<file path="src/rtl/hba_pkg.sv">
package hba_pkg;
  localparam int DW = 32;
  localparam int HW = DW / 2;

  localparam int SHARED_END = 'h100;
  localparam int HOSTREG_END = 'h300;
  localparam int DEVREG_END = 'h400;
  localparam int RAM_BASE = 'h1000;
  localparam int RAM_LAST = 'h1FFF;

  typedef enum logic [2:0] {
    REG_SHARED,
    REG_HOST,
    REG_DEV,
    REG_RAM,
    REG_NONE
  } region_e;

  function automatic logic [DW-1:0] swap_in_halves(input logic [DW-1:0] d);
    return {d[23:16], d[31:24], d[7:0], d[15:8]};
  endfunction
endpackage

</file>
<file path="src/rtl/hba_decode.sv">
module hba_decode
  import hba_pkg::*;
#(
  parameter int AW = 13
) (
  input  logic [AW-1:0] addr,
  input  logic          host_role,
  output region_e       region,
  output logic          allowed,
  output logic          wide
);
  always_comb begin
    if (addr < AW'(SHARED_END)) begin
      region = REG_SHARED;
    end else if (addr < AW'(HOSTREG_END)) begin
      region = REG_HOST;
    end else if (addr < AW'(DEVREG_END)) begin
      region = REG_DEV;
    end else if (addr >= AW'(RAM_BASE) && addr <= AW'(RAM_LAST)) begin
      region = REG_RAM;
    end else begin
      region = REG_NONE;
    end
  end

  always_comb begin
    wide = (region == REG_HOST) || (region == REG_RAM);
    case (region)
      REG_SHARED: allowed = 1'b1;
      REG_HOST:   allowed = host_role;
      REG_RAM:    allowed = host_role;
      REG_DEV:    allowed = !host_role;
      default:    allowed = 1'b0;
    endcase
  end
endmodule

</file>
<file path="src/rtl/hba_lanes.sv">
module hba_lanes
  import hba_pkg::*;
(
  input  logic          big,
  input  logic [DW-1:0] ext_wdata,
  input  logic [DW-1:0] int_rdata,
  input  logic [DW-1:0] held,
  output logic [DW-1:0] wr_word,
  output logic [DW-1:0] rd_word,
  output logic [DW-1:0] merged,
  output logic [HW-1:0] first_half,
  output logic [HW-1:0] second_half
);
  always_comb begin
    if (big) begin
      wr_word     = swap_in_halves(ext_wdata);
      rd_word     = swap_in_halves(int_rdata);
      merged      = {held[HW-1:0], ext_wdata[HW-1:0]};
      first_half  = int_rdata[DW-1:HW];
      second_half = held[HW-1:0];
    end else begin
      wr_word     = ext_wdata;
      rd_word     = int_rdata;
      merged      = {ext_wdata[HW-1:0], held[HW-1:0]};
      first_half  = int_rdata[HW-1:0];
      second_half = held[DW-1:HW];
    end
  end
endmodule

</file>
<file path="src/rtl/hba_pair.sv">
module hba_pair
  import hba_pkg::*;
#(
  parameter int AW = 13,
  localparam int WW = AW - 2
) (
  input  logic          clk,
  input  logic          rst_n,
  input  logic          fire,
  input  logic          bus16,
  input  logic          wide_ok,
  input  logic          we,
  input  logic [WW-1:0] word,
  input  logic          upper,
  input  logic [HW-1:0] wdata_lo,
  input  logic [DW-1:0] rdata,
  output logic [DW-1:0] held,
  output logic          is_first,
  output logic          is_second,
  output logic          is_orphan,
  output logic          proto_err
);
  logic          pend_q, pend_d;
  logic          pwe_q, pwe_d;
  logic [WW-1:0] pword_q, pword_d;
  logic [DW-1:0] held_q, held_d;
  logic          perr_q, perr_d;
  logic          paired, brk;

  always_comb begin
    paired    = fire && bus16 && wide_ok;
    is_first  = paired && !upper;
    is_second = pend_q && paired && upper && (we == pwe_q) && (word == pword_q);
    is_orphan = paired && upper && !is_second;
    brk       = pend_q && fire && !is_second;
  end

  always_comb begin
    pend_d  = pend_q;
    pwe_d   = pwe_q;
    pword_d = pword_q;
    held_d  = held_q;
    perr_d  = perr_q | brk | is_orphan;
    if (fire) begin
      pend_d = is_first;
    end
    if (is_first) begin
      pwe_d   = we;
      pword_d = word;
      held_d  = we ? {{HW{1'b0}}, wdata_lo} : rdata;
    end
  end

  always_ff @(posedge clk or negedge rst_n) begin
    if (!rst_n) begin
      pend_q  <= 1'b0;
      pwe_q   <= 1'b0;
      pword_q <= '0;
      held_q  <= '0;
      perr_q  <= 1'b0;
    end else begin
      pend_q <= pend_d;
      perr_q <= perr_d;
      if (is_first) begin
        pwe_q   <= pwe_d;
        pword_q <= pword_d;
        held_q  <= held_d;
      end
    end
  end

  assign held      = held_q;
  assign proto_err = perr_q;
endmodule

</file>
<file path="src/rtl/hostbus_adapter.sv">
module hostbus_adapter
  import hba_pkg::*;
#(
  parameter int AW = 13
) (
  input  logic          clk,
  input  logic          rst_n,
  input  logic          cfg_bus16,
  input  logic          cfg_big,
  input  logic          cfg_host_role,
  input  logic          ext_req,
  input  logic          ext_we,
  input  logic [AW-1:0] ext_addr,
  input  logic [DW-1:0] ext_wdata,
  output logic          ext_ack,
  output logic [DW-1:0] ext_rdata,
  output logic          ext_err,
  output logic          proto_err,
  output logic          int_req,
  output logic          int_we,
  output logic [AW-1:0] int_addr,
  output logic [DW-1:0] int_wdata,
  input  logic          int_ack,
  input  logic [DW-1:0] int_rdata
);
  region_e       region;
  logic          allowed, wide;
  logic [DW-1:0] held, wr_word, rd_word, merged;
  logic [HW-1:0] first_half, second_half;
  logic          is_first, is_second, is_orphan;
  logic          ack_q, err_q, err_n;
  logic [DW-1:0] rdata_q, rdata_n;

  hba_decode #(.AW(AW)) u_decode (
    .addr     (ext_addr),
    .host_role(cfg_host_role),
    .region   (region),
    .allowed  (allowed),
    .wide     (wide)
  );

  hba_lanes u_lanes (
    .big        (cfg_big),
    .ext_wdata  (ext_wdata),
    .int_rdata  (int_rdata),
    .held       (held),
    .wr_word    (wr_word),
    .rd_word    (rd_word),
    .merged     (merged),
    .first_half (first_half),
    .second_half(second_half)
  );

  hba_pair #(.AW(AW)) u_pair (
    .clk      (clk),
    .rst_n    (rst_n),
    .fire     (ext_req),
    .bus16    (cfg_bus16),
    .wide_ok  (allowed && wide),
    .we       (ext_we),
    .word     (ext_addr[AW-1:2]),
    .upper    (ext_addr[1]),
    .wdata_lo (ext_wdata[HW-1:0]),
    .rdata    (int_rdata),
    .held     (held),
    .is_first (is_first),
    .is_second(is_second),
    .is_orphan(is_orphan),
    .proto_err(proto_err)
  );

  // internal request steering
  always_comb begin
    int_req   = 1'b0;
    int_addr  = {ext_addr[AW-1:2], 2'b00};
    int_wdata = wr_word;
    if (ext_req && allowed) begin
      if (!cfg_bus16) begin
        int_req = 1'b1;
      end else if (!wide) begin
        int_req   = 1'b1;
        int_addr  = {ext_addr[AW-1:1], 1'b0};
        int_wdata = {{HW{1'b0}}, ext_wdata[HW-1:0]};
      end else if (is_first && !ext_we) begin
        int_req = 1'b1;
      end else if (is_second && ext_we) begin
        int_req   = 1'b1;
        int_wdata = merged;
      end
    end
    int_we = int_req && ext_we;
  end

  // response next state
  always_comb begin
    err_n = !allowed || is_orphan || (int_req && !int_ack);
    if (err_n) begin
      rdata_n = '1;
    end else if (ext_we) begin
      rdata_n = '0;
    end else if (!cfg_bus16) begin
      rdata_n = rd_word;
    end else if (!wide) begin
      rdata_n = {{HW{1'b0}}, int_rdata[HW-1:0]};
    end else if (is_first) begin
      rdata_n = {{HW{1'b0}}, first_half};
    end else begin
      rdata_n = {{HW{1'b0}}, second_half};
    end
  end

  always_ff @(posedge clk or negedge rst_n) begin
    if (!rst_n) begin
      ack_q   <= 1'b0;
      err_q   <= 1'b0;
      rdata_q <= '0;
    end else begin
      ack_q <= ext_req;
      if (ext_req) begin
        err_q   <= err_n;
        rdata_q <= rdata_n;
      end
    end
  end

  assign ext_ack   = ack_q;
  assign ext_err   = err_q;
  assign ext_rdata = rdata_q;
endmodule

</file>
<file path="config.mk">
export PLATFORM = sky130hd
export DESIGN_NAME = hostbus_adapter
export DESIGN_NICKNAME = d
export VERILOG_FILES = /design/src/rtl/hba_pkg.sv /design/src/rtl/hba_decode.sv /design/src/rtl/hba_lanes.sv /design/src/rtl/hba_pair.sv /design/src/rtl/hostbus_adapter.sv
export SDC_FILE = /design/constraint.sdc
export NUM_CORES = 1
export LEC_CHECK = 0
export ABC_AREA = 1
export CAP_MARGIN = 20
export CORE_ASPECT_RATIO = 1.1
export CORE_MARGIN = 2
export CORE_UTILIZATION = 45
export DETAILED_ROUTE_END_ITERATION = 10
export MAX_ROUTING_LAYER = met4
export PLACE_DENSITY = 0.83
export SYNTH_ARGS = -nofsm -noshare
export SYNTH_HDL_FRONTEND = slang
export SYNTH_SLANG_ARGS = --single-unit
</file>
<file path="constraint.sdc">
create_clock -name clk -period 2.15 [get_ports clk]
set_input_delay 0.43 -clock clk [delete_from_list [all_inputs] [get_ports clk]]
set_output_delay 0.43 -clock clk [all_outputs]
set_load 0.01 [all_outputs]
</file>
==> run_results.csv, run 1 <==
group,metric,value,unit
floorplanning,die_y,131.0,microns
clock_network,cts.htree.levels,3,
grt,grt_max_degree,81,
drt,postRouteAntennaNets,0,
power_and_ir_drop,power_density,562.5,nW/um^2
critical_path,end_kind,"output port",
floorplanning,die_x,119.4,microns
clock_network,cts.clk_slew.worst_paths,0.06,ns
sta,clock_skew,0.01049,ns
synthesis,synth_area,6595,sq um
grt,grt_use_total,0.2963,
sta,max_freq,378.5,MHz
floorplanning,start_util,0.4583,
synthesis,netlist_top_cells_count,"nand2_1 (307), inv_1 (170), o21ai_0 (130)",
layout,nFillCells,1246,
synthesis,syn_inst,1039,
critical_path,worstPathCellList,"nand2_1, nand2_1, nor2_2, nand3_2, nor2_4, nand3_4, buf_6, buf_8, o21ai_2, nand3_2, nand2_1, inv_1, buf_2",
run,drv_cap,0,
clock_network,ctsHoldBuffers,0,
grt,overflow,0,
critical_path,worst_setup_path_start_kind,"register",
layout,drive_gt1_frac,0.2378,
sta,worst_slack,-0.4922,ns
critical_path,path_max_fanout,6,
synthesis,async_flop_share,1.000,
layout,area_delta_synth_final,43.03,%
clock_network,root_buffer,"clkbuf_16",
clock_network,cts_made_buffers,9,
sta,min_period,2.642,ns
min_path,hold_path.class,"input pin to async pin",
power_and_ir_drop,irDropWorstVdd,0.0004957,V
place,dp.final_hpwl,15540,microns
sta,fin_crit_sh,1.229,
synthesis,synth.yosys.seq_area_share,0.3035,
critical_path,crit_family,"simple AND/OR/NAND/NOR gates",
synthesis,yosysTopAreaCell,"dfrtp_1",
synthesis,yosysTopAreaCellShare,0.3035,
clock_network,clk_latency,0.36,ns
layout,diodes,0,
power_and_ir_drop,power.total,5.306,mW
place,gp_congestion,0.9164,
drt,drt-initial-drc-count,594,
drt,wl_per_cell,15.63,microns
grt,grt_pass1_wl,35770,microns
sta,setup_viol,34,
grt,antenna_found_initial,0,
synthesis,netlist-cell-type-count,38,
synthesis,ys_ff_latch,80,
layout,fin_nets,1329,
run_status,outcome,"complete, but fails checks",
synthesis,yosysWarnings,0,
layout,ff_latch_area,2002,sq um
critical_path,crit_buf_inv,4,
clock_network,cts_buffer_depth,2,
synthesis,synth-main-ff-cell,"dfrtp_1",
sta,max_slew_margin,0.6317,
floorplanning,die_area,15640,sq um
critical_path,cp.arrival,2.21,ns
drt,via_per_inst,5.274,
sta,hold_slack,0.06930,ns
critical_path,critPathMostFrequentCell,"nand2_1",
sta,rsz0062_at_grt,"yes",
drt,via_count,7600,
synthesis,synthTopCellsByArea,"dfrtp_1 (30%), nand2_1 (17%), o21ai_0 (9.9%)",
grt,grt_pass1_vias,7266,
drt,dr.pass1.iters,5,
synthesis,synth_fp_nets,1124,
place,place.port_buffers,164,
sta,hold_viol,0,
run_status,violations,"negative setup slack",
layout,multi_input_area,3784,sq um
clock_network,clock-sinks,80,
sta,tightest_slew,0.5525,ns
floorplanning,fp.coreArea,14390,sq um
floorplanning,io_pins,167,
critical_path,crit_type,"register to output port",
critical_path,critPathRequiredTime,1.72,ns
drt,wl,22520,microns
synthesis,avgSynthCellArea,6.348,sq um
clock_network,cts_tree,"yes",
synthesis,synth_edf_count,0,
critical_path,crit_cells,13,
critical_path,cpMaxStageDelayCell,"dfrtp_1",
floorplanning,rows,46,
drt,drc,0,
power_and_ir_drop,p_leak,4.869,nW
critical_path,critPathMaxStageDelay,0.42,ns
critical_path,r2r_cells,15,
synthesis,yosysMostFrequentCell,"nand2_1",
sta,report.final.slew_viol_count,0,
-- final timing paths --
kind                            startpoint           endpoint  slack, ns
min in group clk              ext_addr[10]  u_pair.pword_q[8]       0.38
max reg2reg                   u_pair.pwe_q      ext_rdata[24]       0.06
max                           u_pair.pwe_q      int_wdata[14]      -0.49
max in group asynchronous            rst_n      ext_rdata[16]       1.68
min                                  rst_n  u_pair.pword_q[2]       0.07
min reg2reg                u_pair.held[28]    u_pair.held[28]       0.49
-- layer usage --
layer,vias to the layer above,track usage,routed length [microns]
met5,-,-,0
met2,361,0.5193,11250
met3,76,0.05599,1646
li1,3658,-,-
met1,3505,0.3345,8656
met4,0,0.1260,962
-- metrics by stage --
stage / TNS, ns / util / cells / worst slack [ns] / instance area (sq um)
2_1_floorplan: 0 / - / 1039 / 0.04698 / 6595
3_3_place_gp: -53.10 / 0.6164 / 1414 / -0.9803 / 8870
3_5_place_dp: -56.14 / 0.6164 / 1414 / -0.9935 / 8870
4_1_cts: -16.03 / 0.6443 / 1437 / -0.5290 / 9270
5_1_grt: -19.64 / 0.6556 / 1441 / -0.6144 / 9433
6_report: -15.22 / 0.6556 / 1441 / -0.4922 / 9433
-- cell type report --
type,count,share of cell area
clock buffers,10,0.02427
clock inverters,6,0.004908
inverters,175,0.07070
multi-input cells,709,0.4011
flip-flops and latches,80,0.2122
well taps,192,0.02547
repair buffers,269,0.2613
-- registers in the layout (all words and copies together) (netlist names) --
| signal | count |
|---|---|
| u_pair.pend_q | 1 |
| u_pair.proto_err | 1 |
| u_pair.held | 32 |
| ext_err | 1 |
| u_pair.pwe_q | 1 |
| u_pair.pword_q | 11 |
| ext_rdata | 32 |
| ext_ack | 1 |
-- kinds of logic after synthesis --
| kind of cell | after synthesis | share of synthesized area |
|---|---|---|
| DFF | 80 | 0.3035 |
| other | 1 | 0.0005686 |
| AOI/OAI and AO/OA | 206 | 0.1713 |
| and+or+nand+nor | 498 | 0.3591 |
| xor gates and xnor gates | 4 | 0.005313 |
| buffers and inverters | 250 | 0.1601 |
-- placed cells by master, fill, tap and decap left out, drive strengths merged --
cell type,count
clkdlybuf4s50,112
o21a,1
dlygate4sd2,8
inv,174
a31oi,1
nor2,51
nand3b,15
and2,1
nand3,83
xor2,2
a21oi,34
nand2,313
dlymetal6s2s,2
dfrtp,80
buf,145
clkbuf,11
nor4,1
o21ai,133
xnor2,2
clkinvlp,2
o22a,1
o22ai,2
conb,1
nor3,2
or2,32
bufbuf,1
o211ai,34
clkinv,5
-- where the power goes --
| part | switching [mW] | leakage [nW] | total [mW] | internal, mW |
|---|---|---|---|---|
| Sequential | 0.145 | 0.918 | 1.90 | 1.76 |
| Combinational | 1.04 | 3.82 | 1.94 | 0.901 |
| Clock | 0.674 | 0.129 | 1.46 | 0.786 |
-- what timing repair did --
action                     in CTS  in global routing
hold endpoints to repair        0                  0
setup endpoints to repair      67                 68
buffers inserted                4                  3
gates cloned                    3                  1
resized for setup             250                 44
pin swaps                      34                 32
(Power assumes the default switching activity.)
==> inputs of run 2 (changes only) <==
--- a/config.mk
+++ b/config.mk
@@ -11,8 +11,10 @@
 export CORE_MARGIN = 2
 export CORE_UTILIZATION = 45
 export DETAILED_ROUTE_END_ITERATION = 10
+export DONT_BUFFER_PORTS = 1
+export GPL_ROUTABILITY_DRIVEN = 1
 export MAX_ROUTING_LAYER = met4
-export PLACE_DENSITY = 0.83
+export PLACE_DENSITY = 0.69
 export SYNTH_ARGS = -nofsm -noshare
 export SYNTH_HDL_FRONTEND = slang
 export SYNTH_SLANG_ARGS = --single-unit
==> run_results.csv, run 2 (synthesized netlist as in run 1, its figures left out) <==
group,metric,value,unit
run_status,outcome,"complete, but fails checks",
run_status,violations,"negative hold slack, negative setup slack",
floorplanning,die_y,131.0,microns
clock_network,clk_latency,0.34,ns
power_and_ir_drop,power_density,628.1,nW/um^2
drt,via_count,6298,
grt,grt_pass1_wl,30680,microns
floorplanning,io_pins,167,
sta,worst_slack,-0.3067,ns
critical_path,crit_family,"simple AND/OR/NAND/NOR gates",
place,dp.final_hpwl,13840,microns
grt,grt_pass1_vias,5987,
clock_network,root_buffer,"clkbuf_16",
power_and_ir_drop,p_leak,3.761,nW
critical_path,cp.arrival,2.03,ns
critical_path,end_kind,"output port",
sta,rsz0062_at_grt,"yes",
place,place.port_buffers,0,
floorplanning,start_util,0.4583,
clock_network,cts_buffer_depth,2,
grt,antenna_found_initial,0,
min_path,hold_path.class,"input pin to async pin",
floorplanning,die_x,119.4,microns
layout,utilization,0.5001,
critical_path,crit_cells,12,
sta,report.final.slew_viol_count,0,
grt,grt_use_total,0.2566,
critical_path,crit_buf_inv,2,
power_and_ir_drop,irDropWorstVdd,0.0004224,V
grt,overflow,0,
power_and_ir_drop,power.total,4.520,mW
place,gp_congestion,0.8805,
run,drv_cap,0,
critical_path,r2r_setup_slack,0.22,ns
drt,postRouteAntennaNets,0,
layout,final_common_cell,"nand2_1",
layout,drive_gt1_frac,0.1623,
sta,clock_skew,0.005531,ns
floorplanning,die_area,15640,sq um
sta,min_period,2.457,ns
sta,setup_viol,34,
clock_network,clock-sinks,80,
drt,via_per_inst,5.158,
drt,drc,0,
floorplanning,fp.coreArea,14390,sq um
critical_path,cpMaxStageDelayCell,"dfrtp_1",
sta,hold_viol,80,
clock_network,cts.htree.levels,3,
critical_path,crit_type,"register to output port",
critical_path,worst_setup_path_start_kind,"register",
drt,drt-initial-drc-count,515,
clock_network,cts_tree,"yes",
critical_path,worstPathCellList,"xnor2_1, nand2_1, nor2_2, nand2_2, nor2_2, nand3_2, nand2_2, nand2_4, buf_12, nand2_1, o21ai_0, buf_4",
sta,hold_slack,-0.2228,ns
sta,max_freq,407.1,MHz
critical_path,timing.rr.start,"u_pair.pword_q[2]",
layout,area_delta_synth_final,9.106,%
critical_path,critPathRequiredTime,1.72,ns
drt,wl,19140,microns
critical_path,critPathMaxStageDelay,0.39,ns
critical_path,r2r-end,"ext_rdata[2]",
grt,grt_max_degree,113,
sta,fin_crit_sh,1.143,
critical_path,path_max_fanout,16,
drt,dr.pass1.iters,5,
layout,diodes,0,
layout,mostFrequentLayoutCells,"nand2_1 (303), inv_1 (155), o21ai_0 (117), dfrtp_1 (80), nand3_1 (50)",
drt,wl_per_cell,15.67,microns
layout,fin_nets,1110,
place,pre_cts_slack,-0.02312,ns
critical_path,r2r_cells,14,
clock_network,cts.clk_slew.worst_paths,0.06,ns
floorplanning,rows,46,
clock_network,cts_made_buffers,9,
[run 2: cell count changes in the layout (fill, tap and decap cells not counted), moves of 8 or more]
cell | before | now
buf_4 | 85 | 43
inv_2 | 5 | 18
o21ai_2 | 29 | 0
inv_1 | 168 | 155
dlygate4sd2_1 | 8 | 0
o21ai_0 | 102 | 117
o21ai_1 | 2 | 16
buf_6 | 16 | 1
clkdlybuf4s50_1 | 112 | 0
buf_2 | 34 | 0
[run 2: what timing repair did]
action,CTS,global route
resized for setup,22,17
endpoints found under the setup margin,34,35
endpoints found under the hold margin,80,80
buffers inserted,0,0
gates cloned,0,1
pin swaps,1,6
[run 2: power by group]
| group | switching (mW) | internal (mW) | total (mW) |
|---|---|---|---|
| Clock | 0.623 | 0.773 | 1.40 |
| Combinational | 0.704 | 0.473 | 1.18 |
| Sequential | 0.189 | 1.76 | 1.95 |
| Total | 1.52 | 3.00 | 4.52 |
[run 2: worst max path at each step]
stage	start	end	slack, ns
CTS	u_pair.pword_q[2]	int_wdata[20]	-0.32
global route	u_pair.pword_q[9]	int_wdata[20]	-0.46
floorplan	cfg_bus16	int_wdata[15]	0.05
global placement	ext_addr[4]	int_wdata[15]	-0.004
finish	u_pair.pword_q[2]	int_wdata[22]	-0.31
detailed placement	ext_addr[4]	int_wdata[15]	-0.02
[run 2: routing by layer]
layer,up-vias,track usage,share of wire,routed length [microns]
li1,3211,-,-,-
met1,2831,0.3014,0.41,7781
met2,218,0.4334,0.48,9273
met5,-,-,0,0
met4,0,0.08512,0.027,515
met3,38,0.06554,0.082,1568
[run 2: final cells by class]
type	instances	area (sq um)
Tap cell	192	240.2
Multi-Input combinational cell	709	3568
Fill cell	1522	7193
Clock buffer	10	229.0
Sequential cell	80	2002
Timing Repair Buffer	50	459.2
Inverter	175	661.9
Clock inverter	5	35.03
[run 2: through the flow]
stage | instance area, sq um | std cells | TNS, ns
final | 7196 | 1221 | -9.426
after global routing | 7196 | 1221 | -14.47
after CTS | 7156 | 1220 | -9.618
after detailed placement | 6873 | 1205 | -0.2494
after global placement | 6873 | 1205 | -0.004346
after floorplan | 6595 | 1039 | 0
==> inputs of run 3 (changes only) <==
--- a/config.mk
+++ b/config.mk
@@ -18,3 +18,4 @@
 export SYNTH_ARGS = -nofsm -noshare
 export SYNTH_HDL_FRONTEND = slang
 export SYNTH_SLANG_ARGS = --single-unit
+export TNS_END_PERCENT = 50
==> run_results.csv, run 3 (synthesized netlist as in run 1, its figures left out) <==
group,metric,value,unit
critical_path,r2r_cells,14,
sta,rsz0062_at_grt,"yes",
floorplanning,start_util,0.4583,
floorplanning,rows,46,
critical_path,cp.arrival,2.03,ns
layout,drive_gt1_frac,0.1584,
layout,mostFrequentLayoutCells,"nand2_1 (304), inv_1 (158), o21ai_0 (117), dfrtp_1 (80), nand3_1 (50)",
critical_path,worst_setup_path_start_kind,"register",
sta,setup_viol,34,
critical_path,cpMaxStageDelayCell,"dfrtp_1",
floorplanning,die_x,119.4,microns
layout,fin_nets,1110,
drt,drc,0,
power_and_ir_drop,p_leak,3.765,nW
drt,wl,19070,microns
sta,clock_skew,0.006277,ns
floorplanning,die_area,15640,sq um
power_and_ir_drop,irDropWorstVdd,0.0004249,V
clock_network,cts_tree,"yes",
run_status,outcome,"complete, but fails checks",
min_path,hold_path.class,"input pin to async pin",
sta,min_period,2.457,ns
critical_path,critPathRequiredTime,1.72,ns
clock_network,clock-sinks,80,
place,pre_cts_slack,-0.02312,ns
clock_network,root_buffer,"clkbuf_16",
sta,fin_crit_sh,1.143,
grt,grt_use_total,0.2564,
place,gp_congestion,0.8805,
clock_network,cts_made_buffers,9,
place,place.port_buffers,0,
drt,via_per_inst,5.159,
floorplanning,fp.coreArea,14390,sq um
floorplanning,die_y,131.0,microns
layout,final_cells,1221,
drt,wl_per_cell,15.62,microns
critical_path,critPathMaxStageDelay,0.39,ns
clock_network,cts.clk_slew.worst_paths,0.06,ns
critical_path,worstPathCellList,"xnor2_1, nand2_1, nor2_2, nand2_2, nor2_2, nand3_2, nand2_2, nand2_4, buf_12, nand2_1, o21ai_0, buf_4",
layout,area_delta_synth_final,8.993,%
sta,hold_viol,80,
grt,grt_pass1_wl,30680,microns
drt,via_count,6299,
sta,hold_slack,-0.2214,ns
sta,report.final.slew_viol_count,0,
clock_network,clk_latency,0.34,ns
grt,overflow,0,
grt,grt_max_degree,113,
critical_path,crit_type,"register to output port",
floorplanning,io_pins,167,
run_status,violations,"negative hold slack, negative setup slack",
drt,drt-initial-drc-count,583,
sta,max_freq,407.0,MHz
clock_network,cts_buffer_depth,2,
critical_path,path_max_fanout,16,
critical_path,end_kind,"output port",
sta,worst_slack,-0.3071,ns
layout,diodes,0,
grt,antenna_found_initial,0,
place,dp.final_hpwl,13840,microns
layout,final_common_cell,"nand2_1",
clock_network,cts.htree.levels,3,
drt,postRouteAntennaNets,0,
grt,grt_pass1_vias,5988,
power_and_ir_drop,power_density,628.1,nW/um^2
clock_network,cts_setup_buffers,0,
drt,dr.pass1.iters,5,
run,drv_cap,0,
place,dp_cells,1205,
-- run 3: worst paths after layout --
kind / startpoint / endpoint / slack (ns)
max: u_pair.pword_q[2] / int_wdata[20] / -0.31
min: rst_n / u_pair.held[12] / -0.22
max reg2reg: u_pair.pword_q[2] / ext_rdata[25] / 0.24
min reg2reg: u_pair.held[23] / u_pair.held[23] / 0.48
max in group asynchronous: rst_n / ext_rdata[26] / 2.22
min in group clk: ext_req / ext_ack / 0.11
-- run 3: worst max-delay path, delay by kind of cell (launching register included) --
| kind | cells | cell delay [ns] |
|---|---|---|
| and+or+nand+nor | 8 | 0.77 |
| DFF | 1 | 0.39 |
| buffers and inverters | 2 | 0.30 |
| xor gates and xnor gates | 1 | 0.14 |
| AOI/OAI and AO/OA | 1 | 0.07 |
-- run 3: routing by layer --
metal	up-vias	global-route usage	wire length, microns
li1	3213	-	-
met1	2835	0.3017	7866
met2	215	0.4327	9149
met3	36	0.06510	1538
met4	0	0.08512	514
met5	-	-	0
-- run 3: metrics by stage --
step / utilization / power [mW] / TNS (ns) / cell area, sq um
floorplan: - / 2.875 / 0 / 6595
global placement: 0.4777 / 3.099 / -0.004346 / 6873
detailed placement: 0.4777 / 3.125 / -0.2494 / 6873
CTS: 0.4968 / 4.556 / -9.662 / 7148
global route: 0.4996 / 4.813 / -14.54 / 7188
finish: 0.4996 / 4.515 / -9.483 / 7188
-- run 3: area by class of cell --
cell class / instances / area (sq um)
Inverter: 175 / 661.9
Clock inverter: 5 / 35.03
Timing Repair Buffer: 50 / 459.2
Clock buffer: 10 / 229.0
Multi-Input combinational cell: 709 / 3561
Sequential cell: 80 / 2002
Fill cell: 1519 / 7201
Tap cell: 192 / 240.2
-- run 3: power breakdown --
group / internal (mW) / switching (mW) / total [mW]
clock network: 0.773 / 0.622 / 1.39
registers: 1.76 / 0.189 / 1.95
logic: 0.472 / 0.701 / 1.17
total: 3.00 / 1.51 / 4.51
-- run 3: timing repair --
item / in CTS / in global routing
setup endpoints to repair: 34 / 35
gates resized for setup: 19 / 15
pin swaps: 0 / 7
cloned: 0 / 1
hold endpoints to repair: 80 / 80
